===== src/rtl/clkdiv_pkg.sv =====
package clkdiv_pkg;

    // Sequencer mode: waiting to load, burning offset cycles, or toggling.
    typedef enum logic [1:0] {
        SQ_LOAD  = 2'd0,
        SQ_SKIP  = 2'd1,
        SQ_COUNT = 2'd2
    } sq_mode_e;

endpackage


===== src/rtl/clkdiv_lenc.sv =====
// Splits the count byte and reduces the offset modulo the period.
module clkdiv_lenc #(
    parameter int unsigned CNT_W = 4,
    parameter int unsigned PH_W  = 4
) (
    input  logic [2*CNT_W-1:0] div_cfg_i,
    input  logic [PH_W-1:0]    phase_i,
    output logic [CNT_W-1:0]   hi_f_o,
    output logic [CNT_W-1:0]   lo_f_o,
    output logic [PH_W-1:0]    ph_wrap_o
);
    localparam int unsigned MW   = ((PH_W > CNT_W) ? PH_W : CNT_W) + 2;
    // Shortest period is 2, so this many subtractions always reach the residue.
    localparam int unsigned NSTG = (2 ** PH_W) / 2;

    logic [MW-1:0] ratio;
    logic [MW-1:0] acc;

    always_comb begin
        hi_f_o = div_cfg_i[CNT_W-1:0];
        lo_f_o = div_cfg_i[2*CNT_W-1:CNT_W];
        ratio  = MW'(div_cfg_i[CNT_W-1:0]) + MW'(div_cfg_i[2*CNT_W-1:CNT_W]) + MW'(2);
        acc    = {{(MW-PH_W){1'b0}}, phase_i};
        for (int i = 0; i < NSTG; i++) begin
            if (acc >= ratio) begin
                acc = acc - ratio;
            end
        end
        ph_wrap_o = acc[PH_W-1:0];
    end
endmodule


===== src/rtl/clkdiv_seq.sv =====
// Level sequencer: load on realign, wait out the offset, then alternate.
module clkdiv_seq
    import clkdiv_pkg::*;
#(
    parameter int unsigned CNT_W = 4,
    parameter int unsigned PH_W  = 4
) (
    input  logic             clk_i,
    input  logic             rst_ni,
    input  logic             apply_i,
    input  logic             start_i,
    input  logic [CNT_W-1:0] hi_f_i,
    input  logic [CNT_W-1:0] lo_f_i,
    input  logic [PH_W-1:0]  skip_i,
    output logic             lvl_o
);
    typedef struct packed {
        sq_mode_e         mode;
        logic             lvl;
        logic [CNT_W-1:0] cnt;
        logic [PH_W-1:0]  skip;
    } seq_t;

    seq_t st_d, st_q;

    always_comb begin
        st_d = st_q;
        if (st_q.mode == SQ_LOAD || apply_i) begin
            st_d.lvl  = start_i;
            st_d.cnt  = start_i ? hi_f_i : lo_f_i;
            st_d.skip = skip_i;
            st_d.mode = (skip_i != '0) ? SQ_SKIP : SQ_COUNT;
        end else if (st_q.mode == SQ_SKIP) begin
            st_d.skip = st_q.skip - PH_W'(1);
            if (st_q.skip == PH_W'(1)) begin
                st_d.mode = SQ_COUNT;
            end
        end else if (st_q.cnt == '0) begin
            st_d.lvl = ~st_q.lvl;
            st_d.cnt = st_q.lvl ? lo_f_i : hi_f_i;
        end else begin
            st_d.cnt = st_q.cnt - CNT_W'(1);
        end
    end

    always_ff @(posedge clk_i or negedge rst_ni) begin
        if (!rst_ni) begin
            st_q <= '{mode: SQ_LOAD, lvl: 1'b0, cnt: '0, skip: '0};
        end else begin
            st_q <= st_d;
        end
    end

    assign lvl_o = st_q.lvl;
endmodule


===== src/rtl/clkdiv_outsel.sv =====
// Output select: divided level or the raw fast clock.
module clkdiv_outsel (
    input  logic clk_i,
    input  logic lvl_i,
    input  logic bypass_i,
    output logic clk_o
);
    always_comb begin
        clk_o = bypass_i ? clk_i : lvl_i;
    end
endmodule


===== src/rtl/clkdiv_phase.sv =====
module clkdiv_phase #(
    parameter int unsigned CNT_W = 4,
    parameter int unsigned PH_W  = 4
) (
    input  logic               clk_i,
    input  logic               rst_ni,
    input  logic               sync_i,
    input  logic               nosync_i,
    input  logic               bypass_i,
    input  logic [2*CNT_W-1:0] div_cfg_i,
    input  logic [PH_W-1:0]    phase_i,
    input  logic               start_hi_i,
    output logic               clk_o
);
    logic             apply;
    logic [CNT_W-1:0] hi_f;
    logic [CNT_W-1:0] lo_f;
    logic [PH_W-1:0]  ph_wrap;
    logic             div_lvl;

    assign apply = sync_i & ~nosync_i;

    clkdiv_lenc #(.CNT_W(CNT_W), .PH_W(PH_W)) u_lenc (
        .div_cfg_i (div_cfg_i),
        .phase_i   (phase_i),
        .hi_f_o    (hi_f),
        .lo_f_o    (lo_f),
        .ph_wrap_o (ph_wrap)
    );

    clkdiv_seq #(.CNT_W(CNT_W), .PH_W(PH_W)) u_seq (
        .clk_i   (clk_i),
        .rst_ni  (rst_ni),
        .apply_i (apply),
        .start_i (start_hi_i),
        .hi_f_i  (hi_f),
        .lo_f_i  (lo_f),
        .skip_i  (ph_wrap),
        .lvl_o   (div_lvl)
    );

    clkdiv_outsel u_outsel (
        .clk_i    (clk_i),
        .lvl_i    (div_lvl),
        .bypass_i (bypass_i),
        .clk_o    (clk_o)
    );
endmodule


===== config.mk =====
export PLATFORM = sky130hd
export DESIGN_NAME = clkdiv_phase
export DESIGN_NICKNAME = d
export VERILOG_FILES = /design/src/rtl/clkdiv_pkg.sv /design/src/rtl/clkdiv_lenc.sv /design/src/rtl/clkdiv_seq.sv /design/src/rtl/clkdiv_outsel.sv /design/src/rtl/clkdiv_phase.sv
export SDC_FILE = /design/constraint.sdc
export NUM_CORES = 1
export LEC_CHECK = 0
export ABC_AREA = 1
export BUFFER_PORTS_ARGS = -buffer_cell sky130_fd_sc_hd__buf_2
export CORE_MARGIN = 2
export CORE_UTILIZATION = 50
export CTS_CLUSTER_DIAMETER = 100
export DETAILED_ROUTE_END_ITERATION = 7
export GPL_ROUTABILITY_DRIVEN = 0
export GPL_TIMING_DRIVEN = 0
export PLACE_DENSITY = 0.76
export SETUP_SLACK_MARGIN = 0.02
export SLEW_MARGIN = 20
export SYNTH_ARGS = -nofsm -noshare
export SYNTH_HDL_FRONTEND = slang
export SYNTH_SLANG_ARGS = --single-unit

===== constraint.sdc =====
create_clock -name clk_i -period 3.65 [get_ports clk_i]
set_input_delay 0.73 -clock clk_i [delete_from_list [all_inputs] [get_ports clk_i]]
set_output_delay 0.73 -clock clk_i [all_outputs]
set_load 0.05 [all_outputs]

# Word level (Yosys, flattened, before mapping)
# Index checks and enable logic that the tools add are counted.
[classes] n_addsub=12 magnitude_cmp=8 eq_ne=3 mux=19 n_bitwise=3 n_reduce_logical=9
[op_table] op="greater-or-equal comparator 6 bit" n=7
[op_table] op="2-to-1 mux 6 bit" n=7
[op_table] op="subtractor 6 bit" n=6
[op_table] op="2-to-1 mux 4 bit" n=5
[op_table] op="2-to-1 mux 11 bit" n=1
[op_table] op="subtractor 4 x 1 -> 4 bit, second input constant" n=2
[op_table] op="adder 5 x 2 -> 6 bit, second input constant" n=1
[op_table] op="greater-or-equal comparator 4 x 6 -> 1 bit" n=1
[op_table] op="2-to-1 mux 2 bit" n=3
[op_table] op="nonzero test 2 bit" n=3
[op_table] op="subtractor 4 x 6 -> 6 bit" n=1
[op_table] op="adder 4 x 4 -> 5 bit" n=1
[op_table] op="2-to-1 mux 5 bit" n=1
[op_table] op="== test 4 x 1 -> 1 bit, second input constant" n=1
[op_table] op="zero test 4 bit" n=1
[op_table] op="AND reduction 2 bit" n=2
[op_table] op="nonzero test 4 bit" n=1
[op_table] op="subtractor 4 bit" n=1
[op_table] op="== test 2 x 1 -> 1 bit, second input constant" n=1
[op_table] op="zero test 2 bit" n=1
[op_table] op="2-to-1 mux 1 bit" n=2
[op_table] op="inequality test 2 x 1 -> 1 bit, second input constant" n=1
[op_table] op="NOT 1 bit" n=2
[op_table] op="AND 1 bit" n=1
[op_table] op="logical OR 1 bit" n=1
[totals] register_bits=11 in_bits=18

# Depth between registers and ports, before layout
[logic_depth] word_depth=21 ltp_mapped=96 depth_no_buf=94

# Cells and area by module
# Synthesis repeated with hierarchy kept, for this count alone.
[unflattened] hier_cells=522 area_unflattened_um2=3430.8
[modules_own_cells] mod="clkdiv_lenc" instances=1 cells_each=398 area_per_inst_um2=2600.0 seq_area_each_um2=0.0
[modules_own_cells] mod="clkdiv_seq" instances=1 cells_each=118 area_per_inst_um2=805.8 seq_area_each_um2=275.3
[modules_own_cells] mod="clkdiv_outsel" instances=1 cells_each=4 area_per_inst_um2=15.0 seq_area_each_um2=0.0
[modules_own_cells] mod="clkdiv_phase" instances=1 cells_each=2 area_per_inst_um2=10.0 seq_area_each_um2=0.0

==> results_tabular.tex <==
\begin{tabular}{lr}
\hline
Metric & Value \\
\hline
\multicolumn{2}{l}{\textbf{GRT}} \\
Remaining global-route overflow & 0 \\
First-pass GRT wire length & 17,200 um \\
Via count of the first global-routing pass & 4,048 \\
Largest net degree at the start of global routing & 15 \\
Total global routing track utilization & 28.4\% \\
Antenna violations before repair & 0 \\
\multicolumn{2}{l}{\textbf{Routing}} \\
ANT nets after route & 0 \\
TritonRoute pass-1 iters & 5 \\
DR vias/cell & between 6 and 7 \\
Vias post-DR & 4,262 \\
Drt total wl & 13,100 um \\
Number of design rule violations left after detail routing & 0 \\
Routed length per instance & 18.4 um \\
Initial DRC count & 265 \\
\multicolumn{2}{l}{\textbf{Logic synthesis}} \\
Post-synthesis share of cell area spent on xor and xnor gates & 6.46\% \\
Synthesized-area fraction occupied by adder cells & roughly a quarter \\
Compound-cell area share of the yosys netlist & 16.7\% \\
Mean instance size in the synthesized netlist & 6.74 um2 \\
Yosys reg bits & 11 \\
Dominant register cell in the synthesized netlist & sky130\_fd\_sc\_hd\_\_dfrtp\_1 \\
Synthesized instance count & 503 \\
YS warnings & 0 \\
Number of nets produced by synthesis & 583 \\
Share of flip-flops with an asynchronous set or reset after synthesis & 100\% \\
Sequential cell area fraction in the yosys report & 8.12\% \\
Area fraction in and, or, nand and nor cells after synthesis & a little over a third \\
Main combinational cell family by area after synthesis & simple AND/OR/NAND/NOR gates \\
EDFF count, synth & 0 \\
Number of distinct library cells after synthesis & 46 \\
Synth Cell Area & 0.00339 mm2 \\
Fraction of synthesized area in multiplexers & 0\% \\
\multicolumn{2}{l}{\textbf{Hold path}} \\
Class of the most critical hold timing path & in2async \\
\multicolumn{2}{l}{\textbf{Setup path}} \\
Buffers \& Inverters on Critical Path & 16 \\
Required @ worst endpoint & 3.89 ns \\
Signal arrival time at the worst endpoint & $\sim$13 ns \\
Highest fanout seen on the critical path & 7 \\
Cell type group with the largest total delay on the critical path & compound AO/OA/AOI/OAI gates \\
Cell with the largest stage delay on the worst path & sky130\_fd\_sc\_hd\_\_o21ai\_0 \\
Critical Path Max Stage Delay & 0.56 ns \\
Worst setup SP type & input port \\
Class of the most critical setup path & in2reg \\
Cell type with the highest occurrence count on the critical path & sky130\_fd\_sc\_hd\_\_nand2\_2 \\
Type of destination of the critical path & register \\
\multicolumn{2}{l}{\textbf{Clock network}} \\
Clock tree from TritonCTS & done \\
Clk slew on worst S/H paths & 0.05 ns \\
Clock latency on the worst-skew pair & roughly 0.35 ns \\
\multicolumn{2}{l}{\textbf{Timing}} \\
Relative max-transition margin & 55.4\% \\
Finish-stage setup viols & 6 \\
Peak clock frequency supported by timing & 0.0776 GHz \\
Final critical-path required period & 12.89 ns \\
Crit share post-route & 353\% \\
Worst Tran Pin Value & 0.662 ns \\
Final count of pins violating max slew & 0 \\
Final count of hold timing violations & 0 \\
Final worst slack & -9.24 ns \\
Max Clock Skew & 0.00161 ns \\
RSZ-0062 raised after global routing & true \\
\multicolumn{2}{l}{\textbf{Placement}} \\
Buffers on Ports & 17 \\
Post-placement setup slack & -10.13 ns \\
HPWL after detailed placement & 6370 um \\
\multicolumn{2}{l}{\textbf{Cells and area}} \\
Final Net Count & a little over 700 \\
Relative area change from synthesis to final layout & 47.9\% \\
ANT cells & 0 \\
Layout cell share with drive strength beyond 1 & between 40\% and 50\% \\
\multicolumn{2}{l}{\textbf{Die}} \\
Ports & 19 \\
Initial Utilization & between 50 and 60\% \\
Number of rows created at floorplan & 30 \\
Height of the die & roughly 86 um \\
Die area & about 0.0075 mm2 \\
Die Span X & roughly 86 um \\
Total core area & 0.00668 mm2 \\
\multicolumn{2}{l}{\textbf{Flow run}} \\
Count of max-cap constraint violations & 0 \\
\multicolumn{2}{l}{\textbf{Status}} \\
Violated checks & setup timing \\
Run status & finished, violations left \\
\hline
\end{tabular}
## path summary, 6_finish.rpt
check                         startpoint            end  slack (ns)  cells after the start
max                         div_cfg_i[5]  u_seq.st_q[9]       -9.24                     81
min                               rst_ni  u_seq.st_q[3]        0.24                      1
max reg2reg                u_seq.st_q[4]  u_seq.st_q[5]        2.06                      7
min reg2reg                u_seq.st_q[3]  u_seq.st_q[3]        0.57                      2
max in group asynchronous         rst_ni    u_seq.lvl_o        3.20                      1
min in group clk_i         u_seq.st_q[3]  u_seq.st_q[3]        0.57                      2
## cell families (layout without fill, tap and decap cells)
group / after synthesis / in the layout
DFF: 11 / 11
and+or+nand+nor: 239 / 239
buffers and inverters: 80 / 205
xor gates and xnor gates: 25 / 25
adders and majority gates: 62 / 62
AOI/OAI and AO/OA: 86 / 86
## placed cells by master, fill, tap and decap left out, drive strengths merged, types with 3 or more instances in the layout
cell type / n
dfrtp: 11
fa: 9
nor2: 28
clkbuf: 8
a31oi: 4
nand2: 144
and2: 7
a21oi: 29
xor2: 19
nor3: 3
ha: 53
xnor2: 6
buf: 121
or2: 10
o211ai: 8
nand3: 43
nand4: 3
o21ai: 35
inv: 74
## registers in the layout (all words and copies together) (netlist names)
name,cells
u_seq.lvl_o,1
u_seq.st_q,10
## through the flow
stage               TNS, ns  utilization, %  hold slack (ns)  std cells  area [um2]
floorplan            -51.57               -            0.434        503        3610
CTS                  -51.25            69.8            0.254        691        4660
global route         -58.46            75.1            0.259        708        5020
global placement     -58.62            56.8            0.543        600        3790
finish               -54.86            75.1            0.244        708        5020
detailed placement   -60.14            56.8            0.559        600        3790
## layer usage
metal  routed length (um)  vias to the layer above  track usage (%)
met1                 4610                     1995             30.6
met3                  767                      105             2.19
li1                     -                     1912                -
met5                    0                        -                0
met2                 6670                      250             52.9
met4                 1010                        0             18.2
## cells in the mapped netlist (all sizes together) (4+ instances only)
cell | number | share of area [%]
inv | 75 | 8.4
and2 | 7 | 1.3
or2 | 10 | 1.8
ha | 53 | 20
a21oi | 29 | 4.9
o211ai | 8 | 1.9
a31oi | 4 | 1.4
nor2 | 28 | 3.7
xnor2 | 6 | 1.5
o21ai | 35 | 5.9
nand3 | 43 | 8.6
nand2 | 144 | 18
dfrtp | 11 | 8.1
fa | 9 | 5.3
xor2 | 19 | 4.9
## final cells by class
cell class / count / area, um2
repair buffers: 117 / 867
plain buffers: 4 / 37.5
fillers: 428 / 1670
well taps: 80 / 100
clock buffers: 8 / 91.3
flip-flops and latches: 11 / 275
inverters: 76 / 324
multi-input cells: 412 / 3320
## timing repair
action	in CTS	in global routing
endpoints found under the setup margin	6	6
pin swaps	54	57
cloned	0	0
setup buffers	84	17
hold buffers	0	0
gates resized for setup	30	57
Power is left out: the tool's default activity adds up to more than one toggle a clock period on the data nets, which glitch-free logic cannot reach.
